$ cat config.mk
export PLATFORM = sky130hd
export DESIGN_NAME = scrub_engine
export DESIGN_NICKNAME = d
export VERILOG_FILES = /design/src/rtl/scrub_pkg.sv /design/src/rtl/scrub_regs.sv /design/src/rtl/scrub_pacer.sv /design/src/rtl/scrub_fsm.sv /design/src/rtl/scrub_engine.sv
export SDC_FILE = /design/constraint.sdc
export NUM_CORES = 1
export LEC_CHECK = 0
export CAP_MARGIN = 20
export CORE_UTILIZATION = 60
export DETAILED_ROUTE_END_ITERATION = 6
export GPL_ROUTABILITY_DRIVEN = 0
export PLACE_DENSITY = 0.84
export SLEW_MARGIN = 10
export SYNTH_ARGS = -nofsm -noshare
export SYNTH_HDL_FRONTEND = slang
export SYNTH_HIERARCHICAL = 1
export SYNTH_SLANG_ARGS = --single-unit
$ cat constraint.sdc
create_clock -name clk -period 5.5 [get_ports clk]
set_input_delay 1.1 -clock clk [delete_from_list [all_inputs] [get_ports clk]]
set_output_delay 1.1 -clock clk [all_outputs]
set_load 0.1 [all_outputs]
$ cat src/rtl/scrub_pkg.sv
package scrub_pkg;
    localparam int DATA_W   = 32;
    localparam int ADDR_W   = 34;
    localparam int LEN_W    = 12;
    localparam int IDLE_W   = 16;
    localparam int LEN_LSB  = 16;
    localparam int OFS_W    = 3;
    localparam int BUSY_BIT = 8;
    localparam int EVT_W    = 16;
    localparam int EVT_DONE = 7;
    localparam int EVT_CE   = 8;

    localparam logic [OFS_W-1:0] OFS_FIRST_LO = 3'd0;
    localparam logic [OFS_W-1:0] OFS_FIRST_HI = 3'd1;
    localparam logic [OFS_W-1:0] OFS_LAST_LO  = 3'd2;
    localparam logic [OFS_W-1:0] OFS_LAST_HI  = 3'd3;
    localparam logic [OFS_W-1:0] OFS_PACE     = 3'd4;
    localparam logic [OFS_W-1:0] OFS_MODE     = 3'd5;
    localparam logic [OFS_W-1:0] OFS_LAUNCH   = 3'd6;

    typedef enum logic [2:0] {
        S_IDLE,
        S_ISSUE,
        S_WAIT,
        S_GAP,
        S_DONE
    } scrub_state_t;
endpackage

$ cat src/rtl/scrub_regs.sv
module scrub_regs
    import scrub_pkg::*;
#(
    parameter int DW  = DATA_W,
    parameter int AW  = ADDR_W,
    parameter int LW  = LEN_W,
    parameter int IW  = IDLE_W,
    parameter int LSB = LEN_LSB,
    parameter int OW  = OFS_W,
    parameter int BB  = BUSY_BIT
) (
    input  logic          clk,
    input  logic          rst_n,
    input  logic          wr_en,
    input  logic [OW-1:0] wr_ofs,
    input  logic [DW-1:0] wr_data,
    input  logic [OW-1:0] rd_ofs,
    input  logic          busy,
    output logic [DW-1:0] rd_data,
    output logic [AW-1:0] first_addr,
    output logic [AW-1:0] last_addr,
    output logic [LW-1:0] burst_len,
    output logic [IW-1:0] idle_len,
    output logic          paced,
    output logic          launch
);
    localparam int HW = AW - DW;

    logic [DW-1:0] first_lo, last_lo;
    logic [HW-1:0] first_hi, last_hi;
    logic [LW-1:0] len_r;
    logic [IW-1:0] idle_r;
    logic          mode_r;

    always_ff @(posedge clk or negedge rst_n) begin
        if (!rst_n) begin
            first_lo <= '0;
            first_hi <= '0;
            last_lo  <= '0;
            last_hi  <= '0;
            len_r    <= '0;
            idle_r   <= '0;
            mode_r   <= 1'b0;
        end else if (wr_en) begin
            unique case (wr_ofs)
                OFS_FIRST_LO: first_lo <= wr_data;
                OFS_FIRST_HI: first_hi <= wr_data[HW-1:0];
                OFS_LAST_LO:  last_lo  <= wr_data;
                OFS_LAST_HI:  last_hi  <= wr_data[HW-1:0];
                OFS_PACE: begin
                    len_r  <= wr_data[LSB +: LW];
                    idle_r <= wr_data[IW-1:0];
                end
                OFS_MODE:     mode_r   <= wr_data[0];
                default: ;
            endcase
        end
    end

    assign launch     = wr_en && (wr_ofs == OFS_LAUNCH) && wr_data[0];
    assign first_addr = {first_hi, first_lo};
    assign last_addr  = {last_hi, last_lo};
    assign burst_len  = len_r;
    assign idle_len   = idle_r;
    assign paced      = mode_r;

    always_comb begin
        rd_data = '0;
        unique case (rd_ofs)
            OFS_FIRST_LO: rd_data = first_lo;
            OFS_FIRST_HI: rd_data[HW-1:0] = first_hi;
            OFS_LAST_LO:  rd_data = last_lo;
            OFS_LAST_HI:  rd_data[HW-1:0] = last_hi;
            OFS_PACE: begin
                rd_data[LSB +: LW] = len_r;
                rd_data[IW-1:0]    = idle_r;
            end
            OFS_MODE:     rd_data[0]  = mode_r;
            OFS_LAUNCH:   rd_data[BB] = busy;
            default: ;
        endcase
    end
endmodule

$ cat src/rtl/scrub_pacer.sv
module scrub_pacer
    import scrub_pkg::*;
#(
    parameter int LW = LEN_W,
    parameter int IW = IDLE_W
) (
    input  logic          clk,
    input  logic          rst_n,
    input  logic          clear,
    input  logic          beat,
    input  logic          gap_load,
    input  logic          gap_tick,
    input  logic [LW-1:0] burst_len,
    input  logic [IW-1:0] idle_len,
    output logic          burst_end,
    output logic          gap_last
);
    logic [LW-1:0] beat_cnt;
    logic [IW-1:0] gap_cnt;
    logic [LW-1:0] eff_len;

    assign eff_len   = (burst_len == '0) ? LW'(1) : burst_len;
    assign burst_end = (beat_cnt + LW'(1)) == eff_len;
    assign gap_last  = gap_cnt <= IW'(1);

    always_ff @(posedge clk or negedge rst_n) begin
        if (!rst_n) begin
            beat_cnt <= '0;
        end else if (clear) begin
            beat_cnt <= '0;
        end else if (beat) begin
            beat_cnt <= burst_end ? '0 : beat_cnt + LW'(1);
        end
    end

    always_ff @(posedge clk or negedge rst_n) begin
        if (!rst_n) begin
            gap_cnt <= '0;
        end else if (gap_load) begin
            gap_cnt <= idle_len;
        end else if (gap_tick && gap_cnt != '0) begin
            gap_cnt <= gap_cnt - IW'(1);
        end
    end

    // the burst position never reaches the effective burst length
    p_beat_bound_r5: assert property (@(posedge clk) disable iff (!rst_n)
        beat_cnt < eff_len)
        else $error("beat counter beyond burst length");

    // a gap is only loaded with a non-zero count
    p_gap_nonzero_r5: assert property (@(posedge clk) disable iff (!rst_n)
        gap_load |=> gap_cnt != '0)
        else $error("gap loaded with zero");
endmodule

$ cat src/rtl/scrub_fsm.sv
module scrub_fsm
    import scrub_pkg::*;
#(
    parameter int AW = ADDR_W,
    parameter int LW = LEN_W,
    parameter int IW = IDLE_W
) (
    input  logic          clk,
    input  logic          rst_n,
    input  logic          launch,
    input  logic [AW-1:0] first_addr,
    input  logic [AW-1:0] last_addr,
    input  logic [LW-1:0] burst_len,
    input  logic [IW-1:0] idle_len,
    input  logic          paced,
    input  logic          mem_ready,
    input  logic          resp_valid,
    input  logic          resp_ce,
    input  logic          burst_end,
    input  logic          gap_last,
    output logic          mem_req,
    output logic [AW-1:0] mem_addr,
    output logic          busy,
    output logic          done_evt,
    output logic          ce_evt,
    output logic          pace_clear,
    output logic          beat,
    output logic          gap_load,
    output logic          gap_tick,
    output logic [LW-1:0] len_q,
    output logic [IW-1:0] idle_q
);
    scrub_state_t state, state_nx;
    logic [AW-1:0] cur_addr, end_q;
    logic          paced_q;
    logic          launch_ok;
    logic          at_last;
    logic          take_gap;

    assign launch_ok = launch && (state == S_IDLE || state == S_DONE);
    assign at_last   = cur_addr >= end_q;
    assign take_gap  = burst_end && paced_q && (idle_q != '0);

    // next-state logic
    always_comb begin
        state_nx = state;
        unique case (state)
            S_IDLE:  if (launch_ok) state_nx = S_ISSUE;
            S_ISSUE: if (mem_ready) state_nx = S_WAIT;
            S_WAIT: begin
                if (resp_valid) begin
                    if (at_last)       state_nx = S_DONE;
                    else if (take_gap) state_nx = S_GAP;
                    else               state_nx = S_ISSUE;
                end
            end
            S_GAP:   if (gap_last) state_nx = S_ISSUE;
            S_DONE:  state_nx = launch_ok ? S_ISSUE : S_IDLE;
            default: state_nx = S_IDLE;
        endcase
    end

    // state register
    always_ff @(posedge clk or negedge rst_n) begin
        if (!rst_n) state <= S_IDLE;
        else        state <= state_nx;
    end

    // walk context
    always_ff @(posedge clk or negedge rst_n) begin
        if (!rst_n) begin
            cur_addr <= '0;
            end_q    <= '0;
            len_q    <= '0;
            idle_q   <= '0;
            paced_q  <= 1'b0;
        end else if (launch_ok) begin
            cur_addr <= first_addr;
            end_q    <= last_addr;
            len_q    <= burst_len;
            idle_q   <= idle_len;
            paced_q  <= paced;
        end else if (beat) begin
            cur_addr <= cur_addr + AW'(1);
        end
    end

    always_ff @(posedge clk or negedge rst_n) begin
        if (!rst_n) ce_evt <= 1'b0;
        else        ce_evt <= (state == S_WAIT) && resp_valid && resp_ce;
    end

    // outputs
    always_comb begin
        mem_req    = 1'b0;
        busy       = 1'b0;
        done_evt   = 1'b0;
        beat       = 1'b0;
        gap_load   = 1'b0;
        gap_tick   = 1'b0;
        pace_clear = launch_ok;
        unique case (state)
            S_IDLE: ;
            S_ISSUE: begin
                mem_req = 1'b1;
                busy    = 1'b1;
            end
            S_WAIT: begin
                busy     = 1'b1;
                beat     = resp_valid && !at_last;
                gap_load = resp_valid && !at_last && take_gap;
            end
            S_GAP: begin
                busy     = 1'b1;
                gap_tick = 1'b1;
            end
            S_DONE:  done_evt = 1'b1;
            default: ;
        endcase
    end

    assign mem_addr = cur_addr;

    // an unaccepted request stays up with the same address
    p_req_hold_r11: assert property (@(posedge clk) disable iff (!rst_n)
        (mem_req && !mem_ready) |=> (mem_req && $stable(mem_addr)))
        else $error("request dropped or address moved");

    // no request right after acceptance (read outstanding)
    p_one_out_r11: assert property (@(posedge clk) disable iff (!rst_n)
        (mem_req && mem_ready) |=> !mem_req)
        else $error("second request while outstanding");

    // completion is a single-cycle pulse
    p_done_pulse_r7: assert property (@(posedge clk) disable iff (!rst_n)
        done_evt |=> !done_evt)
        else $error("completion longer than one cycle");

    // not in progress while completion pulses
    p_done_idle_r7: assert property (@(posedge clk) disable iff (!rst_n)
        done_evt |-> !busy)
        else $error("busy during completion");

    // correctable pulse only follows a flagged response
    p_ce_cause_r8: assert property (@(posedge clk) disable iff (!rst_n)
        ce_evt |-> $past(resp_valid && resp_ce))
        else $error("spurious correctable event");

    // launch during a walk leaves the end address alone
    p_ignore_r10: assert property (@(posedge clk) disable iff (!rst_n)
        (busy && launch) |=> $stable(end_q))
        else $error("launch accepted while busy");
endmodule

$ cat src/rtl/scrub_engine.sv
module scrub_engine
    import scrub_pkg::*;
#(
    parameter int DW = DATA_W,
    parameter int AW = ADDR_W,
    parameter int OW = OFS_W,
    parameter int EW = EVT_W
) (
    input  logic          clk,
    input  logic          rst_n,
    input  logic          cfg_wr_en,
    input  logic [OW-1:0] cfg_wr_ofs,
    input  logic [DW-1:0] cfg_wr_data,
    input  logic [OW-1:0] cfg_rd_ofs,
    output logic [DW-1:0] cfg_rd_data,
    output logic          mem_req,
    output logic [AW-1:0] mem_addr,
    input  logic          mem_ready,
    input  logic          resp_valid,
    input  logic          resp_ce,
    output logic [EW-1:0] irq_evt
);
    logic [AW-1:0]     first_addr, last_addr;
    logic [LEN_W-1:0]  burst_len, len_q;
    logic [IDLE_W-1:0] idle_len, idle_q;
    logic paced, launch, busy, done_evt, ce_evt;
    logic pace_clear, beat, gap_load, gap_tick, burst_end, gap_last;

    scrub_regs #(.DW(DW), .AW(AW), .OW(OW)) u_regs (
        .clk(clk), .rst_n(rst_n),
        .wr_en(cfg_wr_en), .wr_ofs(cfg_wr_ofs), .wr_data(cfg_wr_data),
        .rd_ofs(cfg_rd_ofs), .busy(busy), .rd_data(cfg_rd_data),
        .first_addr(first_addr), .last_addr(last_addr),
        .burst_len(burst_len), .idle_len(idle_len),
        .paced(paced), .launch(launch)
    );

    scrub_fsm #(.AW(AW)) u_fsm (
        .clk(clk), .rst_n(rst_n), .launch(launch),
        .first_addr(first_addr), .last_addr(last_addr),
        .burst_len(burst_len), .idle_len(idle_len), .paced(paced),
        .mem_ready(mem_ready), .resp_valid(resp_valid), .resp_ce(resp_ce),
        .burst_end(burst_end), .gap_last(gap_last),
        .mem_req(mem_req), .mem_addr(mem_addr), .busy(busy),
        .done_evt(done_evt), .ce_evt(ce_evt), .pace_clear(pace_clear),
        .beat(beat), .gap_load(gap_load), .gap_tick(gap_tick),
        .len_q(len_q), .idle_q(idle_q)
    );

    scrub_pacer u_pacer (
        .clk(clk), .rst_n(rst_n), .clear(pace_clear), .beat(beat),
        .gap_load(gap_load), .gap_tick(gap_tick),
        .burst_len(len_q), .idle_len(idle_q),
        .burst_end(burst_end), .gap_last(gap_last)
    );

    for (genvar g = 0; g < EW; g++) begin : g_evt
        if (g == EVT_DONE) begin : g_done
            assign irq_evt[g] = done_evt;
        end else if (g == EVT_CE) begin : g_ce
            assign irq_evt[g] = ce_evt;
        end else begin : g_zero
            assign irq_evt[g] = 1'b0;
        end
    end
endmodule

==> impl_metrics.env <==
export IMPL_period_share_pct=74.7
export IMPL_final_util_pct=72.3
export IMPL_drv_slew=0
export IMPL_fin_skew_ns=0.0175
export IMPL_htreeDepth=1
export IMPL_die_w_um=145
export IMPL_globalRouteTotalUtil_pct=30.6
export IMPL_ys_ff_latch=226
export IMPL_yosys_area_top_type="dfrtp_1"
export IMPL_synth_edf_count=0
export IMPL_cp_arrival_ns=3.01
export IMPL_yosysUniqueCellTypes=78
export IMPL_synthMuxAreaShare_pct=12.4
export IMPL_worst_pin_slew_ns=1.02
export IMPL_cts_tree="done"
export IMPL_clock_latency_ns=0.53
export IMPL_end_kind="output pin"
export IMPL_rows=52
export IMPL_drv_cap=0
export IMPL_status="complete, no violations"
export IMPL_seq_power_share_pct=38.7
export IMPL_hold_violations=0
export IMPL_cts_sinks=226
export IMPL_min_from="u_regs/idle_len[11]"
export IMPL_critical_path_startpoint_type="input port"
export IMPL_leakage_nw=6.27
export IMPL_p_sw_share_pct=38.6
export IMPL_cts_root_buffer="clkbuf_16"
export IMPL_diodes=0
export IMPL_pwr_share_comb_pct=35.1
export IMPL_place_area_mm2=0.0138
export IMPL_hold_path_class="reg2reg"
export IMPL_crit_fanout=14
export IMPL_finalWirelength_mm=32.2
export IMPL_netlist_instances=1263
export IMPL_viasPerCell=6.10
export IMPL_clock_path_buffers=3
export IMPL_synth_top_family_by_area="simple AND/OR/NAND/NOR gates"
export IMPL_via_count=9997
export IMPL_grt_max_degree=130
export IMPL_drc=0
export IMPL_yosys_top_cells_area="dfrtp_1, mux2_2, nand2_1"
export IMPL_nNetsFinal=1434
export IMPL_p_int_mw=4.02
export IMPL_synthAdderAreaFrac_pct=3.95
export IMPL_fmax_mhz=243
export IMPL_overflow=0
export IMPL_layout_drive_gt1_share_pct=18.0
export IMPL_crit_required_ns=4.40
export IMPL_detail_route_antenna_nets=0
export IMPL_grt_pass1_wl_mm=52.1
export IMPL_hold_slack_ns=0.507
export IMPL_synth_compound_area_share_pct=9.73
export IMPL_p_switching_mw=2.52
export IMPL_wl_per_cell_um=19.6
export IMPL_crit_start="cfg_rd_ofs[2]"
export IMPL_setup_tns_ns=0
export IMPL_synth_seq_area_share_pct=45.8
export IMPL_antenna_found_initial=0
export IMPL_cts_resized=0
export IMPL_p_clk_share_pct=26.3
export IMPL_drt_initial_drc_count=846
export IMPL_dp_hpwl_mm=21.7
export IMPL_synth_xor_area_share_pct=1.91
export IMPL_fp_coreArea_mm2=0.0202
export IMPL_yosys_area_share_simple_pct=20.8
export IMPL_io_pins=127
export IMPL_min_period_ns=4.11
export IMPL_grt_pass1_vias=9809
export IMPL_synth_area_per_cell_um2=9.78
export IMPL_io_buffer_count=112
export IMPL_netlist_area_mm2=0.0124
export IMPL_p_per_area_mw_per_mm2=447
export IMPL_rsz0062_at_grt="no"
export IMPL_drtPass1Iterations=5
export IMPL_rr_startpoint="u_fsm/mem_addr[32]"
export IMPL_synth_flop_cell="dfrtp_1"
export IMPL_vdd_drop_max_mv=0.339
export IMPL_cts_buffers=25
export IMPL_cts_hold_buf=0
export IMPL_fp_dieArea_mm2=0.0212
export IMPL_async_reset_ff_share_pct=100
export IMPL_clkSlewWorstSetupHoldPaths_ns=0.06
export IMPL_finalPower_mw=6.54
export IMPL_setup_viol=0
export IMPL_die_h_um=145
export IMPL_yosysTopAreaCellShare_pct=45.8
export IMPL_relSlewSlack_pct=31.5
export IMPL_start_util_pct=61.1
export IMPL_area_delta_synth_final_pct=18.4
export IMPL_num_fill_cells=1394
export IMPL_post_cts_buffers=0
export IMPL_fin_area_mm2=0.0146
export IMPL_criticalPathCategory="in2out"
export IMPL_ys_warn_count=6
## cell usage in the layout (no fill, tap or decap), types with 11 or more instances in the layout
cell type / n
clkdlybuf4s50_1: 78
buf_4: 20
nor2_1: 42
and3_1: 12
conb_1: 14
ha_1: 39
nand2_1: 228
o211ai_1: 14
nor4_1: 11
mux2i_1: 31
or4_1: 23
dfrtp_1: 226
nor3_1: 15
nor3b_1: 11
clkbuf_16: 25
a21oi_1: 67
nand3_1: 64
buf_12: 27
mux2_2: 101
o32ai_1: 11
o21ai_0: 62
xnor2_1: 17
nand4_1: 22
or2_2: 25
nand2b_1: 13
inv_1: 47
## cells by family after synthesis
| group | Yosys count |
|---|---|
| other | 1 |
| AOI/OAI and AO/OA | 193 |
| xor gates and xnor gates | 27 |
| adders and majority gates | 39 |
| and+or+nand+nor | 512 |
| muxes | 138 |
| buffers and inverters | 127 |
| DFF | 226 |
## state kept, by name (all words and copies together), names as in the netlist, 3 cells and up
register / count
u_fsm/mem_addr: 34
u_fsm/end_q: 34
u_regs/first_lo: 32
u_pacer/beat_cnt: 12
u_fsm/state: 3
u_regs/idle_len: 16
u_fsm/len_q: 12
u_pacer/gap_cnt: 16
u_regs/burst_len: 12
u_fsm/idle_q: 16
u_regs/last_lo: 32
## power by group through the flow
stage | logic, mW | clock network, mW | registers [mW]
2_1_floorplan | 1.47 | 0 | 2.62
3_3_place_gp | 2.15 | 0 | 2.52
3_5_place_dp | 2.24 | 0 | 2.54
4_1_cts | 2.28 | 1.74 | 2.52
5_1_grt | 2.49 | 1.80 | 2.58
6_report | 2.30 | 1.72 | 2.53
## critical path, cell delays in order
cell and delay (ns):
clkdlybuf4s50_1 0.49, nor2b_2 0.51, buf_4 0.30, nand2_1 0.07
a21oi_1 0.30, buf_12 0.22
## final timing paths
| check | end | slack [ns] | cells past startpoint |
|---|---|---|---|
| max | cfg_rd_data[15] | 1.39 | 6 |
| min | u_fsm/idle_q[11] | 0.51 | 2 |
| max reg2reg | u_pacer/beat_cnt[11] | 2.04 | 10 |
| min reg2reg | u_fsm/idle_q[11] | 0.51 | 2 |
| max in group asynchronous | u_pacer/beat_cnt[7] | 3.73 | 2 |
| min in group asynchronous | u_regs/first_lo[2] | 0.61 | 1 |
## routing by layer
metal / global-route usage, % / wire (um) / vias to the layer above
met3: 4.36 / 1990 / 78
li1: - / - / 4620
met1: 42.3 / 13800 / 4935
met2: 49.9 / 15300 / 364
met4: 10.6 / 1100 / 0
met5: 0 / 0 / -
## final cells by class
type,instances,area [um^2],area share (%)
multi-input combinational,923,6100,41.7
sequential,226,5660,38.7
inverter,48,183,1.25
clock inverter,9,101,0.693
timing repair buffer,127,1490,10.2
clock buffer,36,757,5.17
tap,270,338,2.31
## metrics by stage
stage          instances  setup WS [ns]
2_1_floorplan       1276          0.590
3_5_place_dp        1594           1.41
3_3_place_gp        1594           1.52
6_report            1639           1.39
4_1_cts             1639           1.39
5_1_grt             1639           1.30
## cells in the mapped netlist, drive strengths merged (23+ instances only)
| cell | count |
|---|---|
| buf | 44 |
| mux2i | 31 |
| ha | 39 |
| inv | 48 |
| mux2 | 105 |
| or4 | 23 |
| dfrtp | 226 |
| nand2 | 229 |
| a21oi | 68 |
| o21ai | 65 |
| nor2 | 42 |
| nand4 | 24 |
| clkbuf | 33 |
| nand3 | 64 |
| or2 | 26 |
(Power assumes the default switching activity.)
